[src/rtl/lbct_pkg.sv]
// Package: shared types for the local bus cycle timer.
// Assumes nothing beyond the IEEE 1800-2017 language.
package lbct_pkg;
    typedef enum logic [1:0] {
        ST_IDLE = 2'd0,  // no cycle, waiting for a request
        ST_ARM  = 2'd1,  // request held, waiting for initiator-ready
        ST_LEAD = 2'd2,  // one clock between handshake and reference
        ST_RUN  = 2'd3   // offsets counted from the reference cycle
    } lbct_state_e;
endpackage

[src/rtl/lbct_seq.sv]
// Module: cycle sequencer. Takes a request, waits for the first
// initiator-ready, inserts one lead clock and then counts offsets from
// the reference cycle until the supplied last edge. Assumes last_edge
// stays stable while a cycle runs.
module lbct_seq
    import lbct_pkg::*;
#(
    parameter int AW = 8,
    parameter int DW = 8,
    parameter int CW = 5
) (
    input  logic          clk,
    input  logic          rst_n,
    input  logic          req_valid,
    input  logic          req_write,
    input  logic [AW-1:0] req_addr,
    input  logic [DW-1:0] req_wdata,
    input  logic          host_irdy,
    input  logic [CW-1:0] last_edge,
    output lbct_state_e   state,
    output logic [CW-1:0] cnt,
    output logic          wr_q,
    output logic [AW-1:0] lb_addr,
    output logic [DW-1:0] wdata_q,
    output logic          done
);
    logic [AW-1:0] addr_hold;
    logic          run;

    assign run  = (state == ST_RUN);
    assign done = run && (cnt == last_edge);

    // State, offset counter and request registers.
    always_ff @(posedge clk) begin
        if (!rst_n) begin
            state     <= ST_IDLE;
            cnt       <= '0;
            wr_q      <= 1'b0;
            addr_hold <= '0;
            wdata_q   <= '0;
            lb_addr   <= '0;
        end else begin
            case (state)
                ST_IDLE: begin
                    if (req_valid) begin
                        wr_q      <= req_write;
                        addr_hold <= req_addr;
                        wdata_q   <= req_wdata;
                        state     <= host_irdy ? ST_LEAD : ST_ARM;
                    end
                end
                ST_ARM: begin
                    if (host_irdy) state <= ST_LEAD;
                end
                ST_LEAD: begin
                    state   <= ST_RUN;
                    cnt     <= '0;
                    lb_addr <= addr_hold;
                end
                default: begin
                    if (cnt == last_edge) state <= ST_IDLE;
                    else cnt <= cnt + 1'b1;
                end
            endcase
        end
    end

    AST_DONE_SINGLE: assert property (@(posedge clk) disable iff (!rst_n)
        done |=> !done);
    AST_ADDR_HOLD: assert property (@(posedge clk) disable iff (!rst_n)
        (run && cnt != '0) |-> $stable(lb_addr));
    AST_RUN_FROM_LEAD: assert property (@(posedge clk) disable iff (!rst_n)
        (run && cnt == '0) |-> $past(state) == ST_LEAD);
endmodule

[src/rtl/lbct_strobe.sv]
// Module: strobe decoder. Builds chip-select, the two control styles and
// the read-not-write level from the running offset. Assumes each assert
// offset is not larger than its release offset.
module lbct_strobe #(
    parameter int TW = 4,
    parameter int CW = 5
) (
    input  logic          clk,
    input  logic          rst_n,
    input  logic          run,
    input  logic [CW-1:0] cnt,
    input  logic          wr_q,
    input  logic          moto,
    input  logic [TW-1:0] cs_on,
    input  logic [TW-1:0] cs_off,
    input  logic [TW-1:0] stb_on,
    input  logic [TW-1:0] stb_off,
    output logic          lb_cs_n,
    output logic          lb_rd_n,
    output logic          lb_wr_n,
    output logic          lb_ds_n,
    output logic          lb_rdwr_n
);
    localparam int PAD = CW - TW;

    logic cs_act;
    logic stb_act;

    // Offset windows for chip-select and strobe.
    always_comb begin
        cs_act  = run && (cnt >= {{PAD{1'b0}}, cs_on})
                      && (cnt <  {{PAD{1'b0}}, cs_off});
        stb_act = run && (cnt >= {{PAD{1'b0}}, stb_on})
                      && (cnt <  {{PAD{1'b0}}, stb_off});
    end

    // Control style selection.
    always_comb begin
        lb_cs_n   = !cs_act;
        lb_rd_n   = !(!moto && stb_act && !wr_q);
        lb_wr_n   = !(!moto && stb_act && wr_q);
        lb_ds_n   = !(moto && stb_act);
        lb_rdwr_n = !(moto && run && wr_q);
    end

    AST_ONE_STROBE: assert property (@(posedge clk) disable iff (!rst_n)
        !(!lb_rd_n && !lb_wr_n));
    AST_MOTO_QUIET: assert property (@(posedge clk) disable iff (!rst_n)
        moto |-> (lb_rd_n && lb_wr_n));
    AST_READ_RNW_HIGH: assert property (@(posedge clk) disable iff (!rst_n)
        (run && !wr_q) |-> lb_rdwr_n);
    AST_IDLE_QUIET: assert property (@(posedge clk) disable iff (!rst_n)
        !run |-> (lb_cs_n && lb_rd_n && lb_wr_n && lb_ds_n));
endmodule

[src/rtl/lbct_bus.sv]
// Module: data bus control. Applies the idle policy to the output enable
// and captures read data when the strobe window closes. Assumes the
// configuration inputs are stable while a cycle runs.
module lbct_bus #(
    parameter int TW = 4,
    parameter int DW = 8,
    parameter int CW = 5
) (
    input  logic          clk,
    input  logic          rst_n,
    input  logic          run,
    input  logic [CW-1:0] cnt,
    input  logic          wr_q,
    input  logic          loading,
    input  logic [TW-1:0] idle_pol,
    input  logic [TW-1:0] turn,
    input  logic [TW-1:0] rd_float,
    input  logic [TW-1:0] rd_drive,
    input  logic [TW-1:0] stb_on,
    input  logic [TW-1:0] stb_off,
    input  logic [CW-1:0] wr_end,
    input  logic [DW-1:0] lb_din,
    output logic          lb_oe,
    output logic [DW-1:0] rdata
);
    localparam int           PAD       = CW - TW;
    localparam logic [TW-1:0] KEEP_CODE = {TW{1'b1}};

    logic keep;
    logic cap;

    assign keep = (idle_pol == KEEP_CODE);

    // Output enable per policy; loading overrides everything.
    always_comb begin
        if (loading) begin
            lb_oe = 1'b0;
        end else if (keep) begin
            lb_oe = !(run && !wr_q
                      && (cnt >= {{PAD{1'b0}}, rd_float})
                      && (cnt <  {{PAD{1'b0}}, rd_drive}));
        end else begin
            lb_oe = run && wr_q
                    && (cnt >= {{PAD{1'b0}}, turn})
                    && (cnt <  wr_end);
        end
    end

    // Capture point: last offset inside the strobe window of a read.
    assign cap = run && !wr_q
                 && (cnt >= {{PAD{1'b0}}, stb_on})
                 && ((cnt + 1'b1) == {{PAD{1'b0}}, stb_off});

    // Read data register.
    always_ff @(posedge clk) begin
        if (!rst_n) rdata <= '0;
        else if (cap) rdata <= lb_din;
    end

    AST_LOAD_FLOAT: assert property (@(posedge clk) disable iff (!rst_n)
        loading |-> !lb_oe);
    AST_RDATA_HOLD: assert property (@(posedge clk) disable iff (!rst_n)
        !cap |=> $stable(rdata));
    AST_FLOAT_READ: assert property (@(posedge clk) disable iff (!rst_n)
        (!keep && !wr_q) |-> !lb_oe);
    AST_KEEP_WRITE: assert property (@(posedge clk) disable iff (!rst_n)
        (keep && !loading && (wr_q || !run)) |-> lb_oe);
endmodule

[src/rtl/lbus_cycle_timer.sv]
// Module: top of the local bus cycle timer. Connects the sequencer, the
// strobe decoder and the data bus control, and works out the last edge
// of the running cycle. Assumes timing fields are consistent and stable
// for the length of a cycle; no checking is done here.
module lbus_cycle_timer
    import lbct_pkg::*;
#(
    parameter int AW = 8,
    parameter int DW = 8,
    parameter int TW = 4
) (
    input  logic          clk,
    input  logic          rst_n,
    input  logic          req_valid,
    input  logic          req_write,
    input  logic [AW-1:0] req_addr,
    input  logic [DW-1:0] req_wdata,
    input  logic          host_irdy,
    input  logic          cfg_moto,
    input  logic          cfg_loading,
    input  logic [TW-1:0] cfg_cs_on,
    input  logic [TW-1:0] cfg_cs_off,
    input  logic [TW-1:0] cfg_stb_on,
    input  logic [TW-1:0] cfg_stb_off,
    input  logic [TW-1:0] cfg_turn,
    input  logic [TW-1:0] cfg_idle,
    input  logic [TW-1:0] cfg_rd_float,
    input  logic [TW-1:0] cfg_rd_drive,
    input  logic [DW-1:0] lb_din,
    output logic [AW-1:0] lb_addr,
    output logic [DW-1:0] lb_dout,
    output logic          lb_oe,
    output logic          lb_cs_n,
    output logic          lb_rd_n,
    output logic          lb_wr_n,
    output logic          lb_ds_n,
    output logic          lb_rdwr_n,
    output logic          done,
    output logic [DW-1:0] rdata
);
    localparam int CW = TW + 1;

    lbct_state_e   state;
    logic [CW-1:0] cnt;
    logic          wr_q;
    logic          run;
    logic [CW-1:0] wr_end;
    logic [CW-1:0] last_edge;

    assign run = (state == ST_RUN);

    // Last programmed edge of the running cycle.
    always_comb begin
        wr_end    = {1'b0, cfg_stb_off} + {1'b0, cfg_idle};
        last_edge = ({1'b0, cfg_cs_off} > {1'b0, cfg_stb_off})
                    ? {1'b0, cfg_cs_off} : {1'b0, cfg_stb_off};
        if (cfg_idle != {TW{1'b1}}) begin
            if (wr_q && wr_end > last_edge) last_edge = wr_end;
        end else begin
            if (!wr_q && {1'b0, cfg_rd_drive} > last_edge)
                last_edge = {1'b0, cfg_rd_drive};
        end
    end

    lbct_seq #(.AW(AW), .DW(DW), .CW(CW)) u_seq (
        .clk       (clk),
        .rst_n     (rst_n),
        .req_valid (req_valid),
        .req_write (req_write),
        .req_addr  (req_addr),
        .req_wdata (req_wdata),
        .host_irdy (host_irdy),
        .last_edge (last_edge),
        .state     (state),
        .cnt       (cnt),
        .wr_q      (wr_q),
        .lb_addr   (lb_addr),
        .wdata_q   (lb_dout),
        .done      (done)
    );

    lbct_strobe #(.TW(TW), .CW(CW)) u_strobe (
        .clk       (clk),
        .rst_n     (rst_n),
        .run       (run),
        .cnt       (cnt),
        .wr_q      (wr_q),
        .moto      (cfg_moto),
        .cs_on     (cfg_cs_on),
        .cs_off    (cfg_cs_off),
        .stb_on    (cfg_stb_on),
        .stb_off   (cfg_stb_off),
        .lb_cs_n   (lb_cs_n),
        .lb_rd_n   (lb_rd_n),
        .lb_wr_n   (lb_wr_n),
        .lb_ds_n   (lb_ds_n),
        .lb_rdwr_n (lb_rdwr_n)
    );

    lbct_bus #(.TW(TW), .DW(DW), .CW(CW)) u_bus (
        .clk      (clk),
        .rst_n    (rst_n),
        .run      (run),
        .cnt      (cnt),
        .wr_q     (wr_q),
        .loading  (cfg_loading),
        .idle_pol (cfg_idle),
        .turn     (cfg_turn),
        .rd_float (cfg_rd_float),
        .rd_drive (cfg_rd_drive),
        .stb_on   (cfg_stb_on),
        .stb_off  (cfg_stb_off),
        .wr_end   (wr_end),
        .lb_din   (lb_din),
        .lb_oe    (lb_oe),
        .rdata    (rdata)
    );

    AST_DONE_ENDS_CS: assert property (@(posedge clk) disable iff (!rst_n)
        done |-> lb_cs_n);
endmodule

[config.mk]
export PLATFORM = sky130hd
export DESIGN_NAME = lbus_cycle_timer
export DESIGN_NICKNAME = d
export VERILOG_FILES = /design/src/rtl/lbct_pkg.sv /design/src/rtl/lbct_seq.sv /design/src/rtl/lbct_strobe.sv /design/src/rtl/lbct_bus.sv /design/src/rtl/lbus_cycle_timer.sv
export SDC_FILE = /design/constraint.sdc
export NUM_CORES = 1
export LEC_CHECK = 0
export BUFFER_PORTS_ARGS = -buffer_cell sky130_fd_sc_hd__buf_2
export CAP_MARGIN = 10
export CORE_MARGIN = 4
export CORE_UTILIZATION = 45
export CTS_CLUSTER_DIAMETER = 80
export DETAILED_ROUTE_END_ITERATION = 12
export GPL_TIMING_DRIVEN = 0
export PLACE_DENSITY = 0.67
export SLEW_MARGIN = 20
export SYNTH_ARGS = -nofsm -noshare
export SYNTH_HDL_FRONTEND = slang
export SYNTH_SLANG_ARGS = --single-unit
[constraint.sdc]
create_clock -name clk -period 13.65 [get_ports clk]
set_clock_uncertainty 0.15 [all_clocks]
set_input_delay 3.4125 -clock clk [delete_from_list [all_inputs] [get_ports clk]]
set_output_delay 3.4125 -clock clk [all_outputs]
set_load 0.02 [all_outputs]
# Word level (Yosys, flattened, before mapping)

Index checks and enable logic that the tools add are counted.

Bits in registers: 40
Bits of input ports: 63
Output and inout port bits: 31
Word-level logic and storage cells: 79

$add $sub $neg: 2
Order comparisons: 11
Equal/unequal tests: 10
Muxes and demuxes: 13
Bitwise operators: 1
Reduce and logical (&&, ||, !) cells: 35

Operator list:

| kind                                                 | number |
|---|---|
| logical AND 1 bit                                    | 21 |
| >= comparator 5 x 4 -> 1 bit                         | 4 |
| < comparator 5 x 4 -> 1 bit                          | 3 |
| two-way mux 5 bit                                    | 3 |
| case mux 5 bit (2 select lines)                      | 1 |
| > comparator 4 bit                                   | 2 |
| logical NOT 1 bit                                    | 8 |
| two-way mux 2 bit                                    | 4 |
| two-way mux 4 bit                                    | 2 |
| inequality test 2 bit (second input constant)        | 3 |
| case mux 2 bit (3 select lines)                      | 1 |
| adder 4 x 4 -> 5 bit                                 | 1 |
| adder 5 x 1 -> 5 bit (second input constant)         | 1 |
| equality test 5 x 4 -> 1 bit                         | 1 |
| equality test 5 bit                                  | 1 |
| > comparator 5 x 4 -> 1 bit                          | 1 |
| < comparator 5 bit                                   | 1 |
| equality test 2 bit (second input constant)          | 2 |
| equality test 4 bit (second input constant)          | 1 |
| inequality test 4 bit (second input constant)        | 1 |
| AND reduction 2 bit                                  | 2 |
| nonzero test 4 bit                                   | 1 |
| AND reduction 3 bit                                  | 1 |
| equality test 2 x 1 -> 1 bit (second input constant) | 1 |
| other kinds (4)                                      | 5 |

# Logic depth before layout (Yosys ltp)

Word-level depth: 9
Depth in mapped cells: 21
Depth with buffers taken out: 20

# Hierarchy

A second synthesis with hierarchy kept.

Cells, all modules: 427
Area total of the unflattened synthesis: 3442.1 µm²

By module, submodules not included:

| module           | times used | cells each | area an instance (µm²) | seq. area each (µm²) |
|---|---|---|---|---|
| lbct_seq         | 1          | 168        | 1426.4                 | 640.6 |
| lbct_bus         | 1          | 116        | 922.1                  | 160.2 |
| lbus_cycle_timer | 1          | 87         | 686.9                  | 0.0 |
| lbct_strobe      | 1          | 56         | 406.6                  | 0.0 |

# Least setup slack after synthesis

Ideal clock, no wire load.

Path kind: input -> output
From: input cfg_stb_off[1]
To: output done
Arrival time: 6.901 ns
Data required time: 10.087 ns
Slack: 3.187 ns
Cell stages on the path: 20
Buffers on the path: 1
Path through: inv_1 -> ha_1 -> nor2b_4 -> o211a_4 -> o21a_4 -> nor2_1 -> a21o_1 -> inv_1 -> ha_1 -> nor2b_1 -> a2bb2oi_1 -> a32oi_1 -> o21a_1 -> a311o_4 -> o41ai_4 -> o221a_2 -> mux2i_1 -> nand4_2 -> buf_4 -> nor2_1

Cells in the longest elaborated chain, start to end: 8
Elaborated cells between the ends (all ways): 12
Classes of those cells: 1 x add/sub; 3 x order compare; 1 x eq/ne; 4 x mux; 3 x reduce/logical

Ends and longest elaborated chain:

| element                                                           | line                                           | text |
|---|---|---|
| start, declared                                                   | lbus_cycle_timer.sv:24                         | `input logic [TW-1:0] cfg_stb_off,` |
| > comparator 4 bit                                                | lbus_cycle_timer.sv:55                         | `last_edge = ({1'b0, cfg_cs_off} > {1'b0, cfg_stb_off})` |
| two-way mux 4 bit                                                 | lbus_cycle_timer.sv:56                         | `? {1'b0, cfg_cs_off} : {1'b0, cfg_stb_off};` |
| > comparator 5 x 4 -> 1 bit or > comparator 4 bit (tied branches) | lbus_cycle_timer.sv:58, lbus_cycle_timer.sv:60 |  |
| logical AND 1 bit, on equally long branches                       | lbus_cycle_timer.sv:58, lbus_cycle_timer.sv:60 |  |
| two-way mux 5 bit or two-way mux 4 bit (tied branches)            | lbus_cycle_timer.sv:58, lbus_cycle_timer.sv:60 |  |
| two-way mux 5 bit (*)                                             | lbus_cycle_timer.sv:57                         | `if (cfg_idle != {TW{1'b1}}) begin` |
| equality test 5 bit (*)                                           | lbct_seq.sv:31                                 | `assign done = run && (cnt == last_edge);` |
| logical AND 1 bit (*)                                             | lbct_seq.sv:31                                 |  |
| end, declared                                                     | lbus_cycle_timer.sv:38                         | `output logic done,` |

Every way passes the cells marked *; elsewhere a longest branch is shown, timed or not.

# Worst setup path after layout

Ends and elaborated chain as after synthesis.

==> reports/results.ini <==
[outcome]
status=finished clean

[drt]
top_layer=met4
vias_per_cell=5.32
wl_per_cell_um=14.1
wl_um=8400
num_vias=3167
ant_nets=0
route.met3.wl_um=365
drt-initial-drc-count=122
m1WireLength_um=3750
dr.pass1.iters=5
remaining_drc_errors=0
met2_wirelength_um=4180

[clock_tree]
htreeDepth=2
cts_tree=yes
clock-root-buffer=clkbuf_8
clockBufferDepth=2
cts_setup_buffers=0
clk_pin_slew_ps=70
cts_hold_repair.buffers=0
cts_sinks=40
clk_latency_ps=290
cts_buffers=5
cts_resized=0

[grt]
grt_overflow=0
grt_max_degree=14
grt_pass1_wl_um=13400
grt_use_total_pct=18.9
antenna_found_initial=0
grt_pass1_vias=2950

[layout]
areaGrowthSynthToFinish_pct=21.0
insertedDiodeCount=0
mostFrequentLayoutCells=buf_2, nand2_1, ha_1
layout.cells.most_common=buf_2
drive_above_1_share_pct=23.0
fin_nets=611

[yosys]
syn_area_mm2=0.00323
synthArstFlopShare_pct=0
synth_warnings=0
ys_seq_area_share_pct=24.8
synth_edf_count=0
synth.ff_latch_count=40
synthCells=398
ys_types=58
syn_nets=511
postSynthAreaPerCell_um2=8.12
ys.flop_type=dfxtp_1

[setup_path]
path_class=in -> out
reg2regPathDepth=10
cp.arrival_ps=7560
rrSetupSlack_ps=10550
worst-path-max-fanout=10
end_kind=output pin
cp.required_ps=10090
cp-endpoint=done
timing.rr.end=u_seq.state[1]
cp-startpoint=cfg_stb_off[1]
crit_path_start_kind=primary input
r2r-start=u_seq.wr_q

[sta]
slew_viol_final=0
rsz0062_at_grt=false
setup_tns_ps=0
period_minus_slack_ps=11130
tightest_slew_ps=860
fmax_ghz=0.0899
maxSlewHeadroom_pct=42.3
period_share_pct=81.5
setup_viol=0
hold_violations=0
setup_ws_ps=2520

[die]
io_pins=94
die_width_um=92.7
fp-row-count=30
core_mm2=0.00687
dieArea_mm2=0.00860
start_util_pct=47.0
fp.dieH_um=92.7

[worst_hold_path]
hold_path_class=reg -> reg
whs_path_depth=2

[place]
place_congestion=0.851
dp_slack_ps=2570
io_buffers=93
dp_hpwl_um=6650

[pwr]
leakage_uw=0.00191
ir_drop_mv=0.105
power_density_mw_per_mm2=116

[flow_run]
timing.max_cap.violations=0

==> worst min path at each step <==
stage,from,endpoint,slack (ps)
global placement,u_seq.wdata_q[5],u_seq.wdata_q[5],290
floorplan,u_seq.addr_hold[0],u_seq.addr_hold[0],290
CTS,u_seq.addr_hold[3],u_seq.addr_hold[3],310
detailed placement,u_seq.wdata_q[1],u_seq.wdata_q[1],300
global route,u_seq.wdata_q[3],u_seq.wdata_q[3],320
finish,u_seq.addr_hold[3],u_seq.addr_hold[3],310
==> report_power, final <==
part	leakage [µW]	switching, µW	internal [µW]
clock	0.0000479	41.6	35.6
sequential	0.000326	15.1	132
combinational	0.00153	133	95.5
==> synthesized netlist by cell type, types with 2 or more instances <==
cell / instances / area share (%)
mux2i_1: 18 / 5.6
or3_1: 2 / 0.39
nor2_1: 29 / 3.4
dfxtp_1: 40 / 25
o21ai_0: 11 / 1.7
a222oi_1: 2 / 0.62
a21o_1: 11 / 2.6
nand4_1: 4 / 0.77
o211ai_1: 3 / 0.70
nor3b_1: 2 / 0.46
a311oi_1: 2 / 0.54
o21a_1: 4 / 0.93
a32oi_1: 2 / 0.54
and4_1: 3 / 0.81
nor3_1: 10 / 1.5
a31oi_1: 2 / 0.39
nand2b_1: 7 / 1.4
nand3b_1: 2 / 0.46
buf_1: 3 / 0.35
nor2b_1: 6 / 1.2
a211o_1: 2 / 0.54
a211oi_1: 2 / 0.46
or3b_1: 2 / 0.54
xor2_1: 2 / 0.54
nand3_1: 12 / 1.9
ha_1: 49 / 19
clkbuf_1: 11 / 1.3
a21boi_0: 2 / 0.46
o22ai_1: 2 / 0.39
xnor2_1: 6 / 1.6
inv_1: 39 / 4.5
a21oi_1: 30 / 4.6
nand2_1: 51 / 5.9
==> sequential cells by signal, indices dropped and copies added (netlist names) <==
register and count:
u_bus.rdata 8, u_seq.lb_addr 8, u_seq.wdata_q 8, u_seq.cnt 5
u_seq.state 2, u_seq.addr_hold 8, u_seq.wr_q 1
==> stage by stage <==
stage	total power, µW	hold slack [ps]	cell area [µm²]	std cells	util, %
6_report	453	305	3910	595	56.9
5_1_grt	494	323	3910	595	56.9
4_1_cts	456	308	3910	595	56.9
3_5_place_dp	378	298	3820	587	55.6
3_3_place_gp	370	290	3820	587	55.6
2_1_floorplan	317	286	3230	398	-
==> layout make-up <==
cell class | count | area [µm²]
repair buffers | 93 | 465
flip-flops and latches | 40 | 801
well taps | 96 | 120
fillers | 676 | 2960
plain buffers | 15 | 60.1
multi-input cells | 304 | 2230
clock inverters | 3 | 18.8
clock buffers | 5 | 68.8
inverters | 39 | 146
==> worst max-delay path, stage by stage <==
cell and delay [ps]:
buf_2 170, inv_1 120, ha_1 310, nor2b_4 140
o211a_4 240, o21a_4 230, nor2_1 90, a21o_1 130
inv_1 70, ha_1 320, nor2b_1 160, a2bb2oi_1 210
a32oi_1 120, o21a_1 130, a311o_4 410, o41ai_4 80
o221a_2 270, mux2i_1 240, nand4_2 210, buf_4 230
nor2_1 110, buf_2 180
==> per-layer routing <==
metal  track usage [%]  vias to the layer above
li1                  -                     1604
met1              24.4                     1481
met2              32.6                       69
met3              3.74                       13
met4              4.40                        0
met5                 0                        -
==> logic make-up after synthesis <==
| logic type | Yosys count | synth area share, % |
|---|---|---|
| fa+ha+maj | 50 | 19.6 |
| buf+inv | 54 | 6.39 |
| compound gates | 89 | 20.1 |
| xor+xnor | 9 | 2.67 |
| simple gates | 137 | 20.6 |
| mux | 19 | 5.92 |
| flops | 40 | 24.8 |
Power figures use the tool's default switching activity.
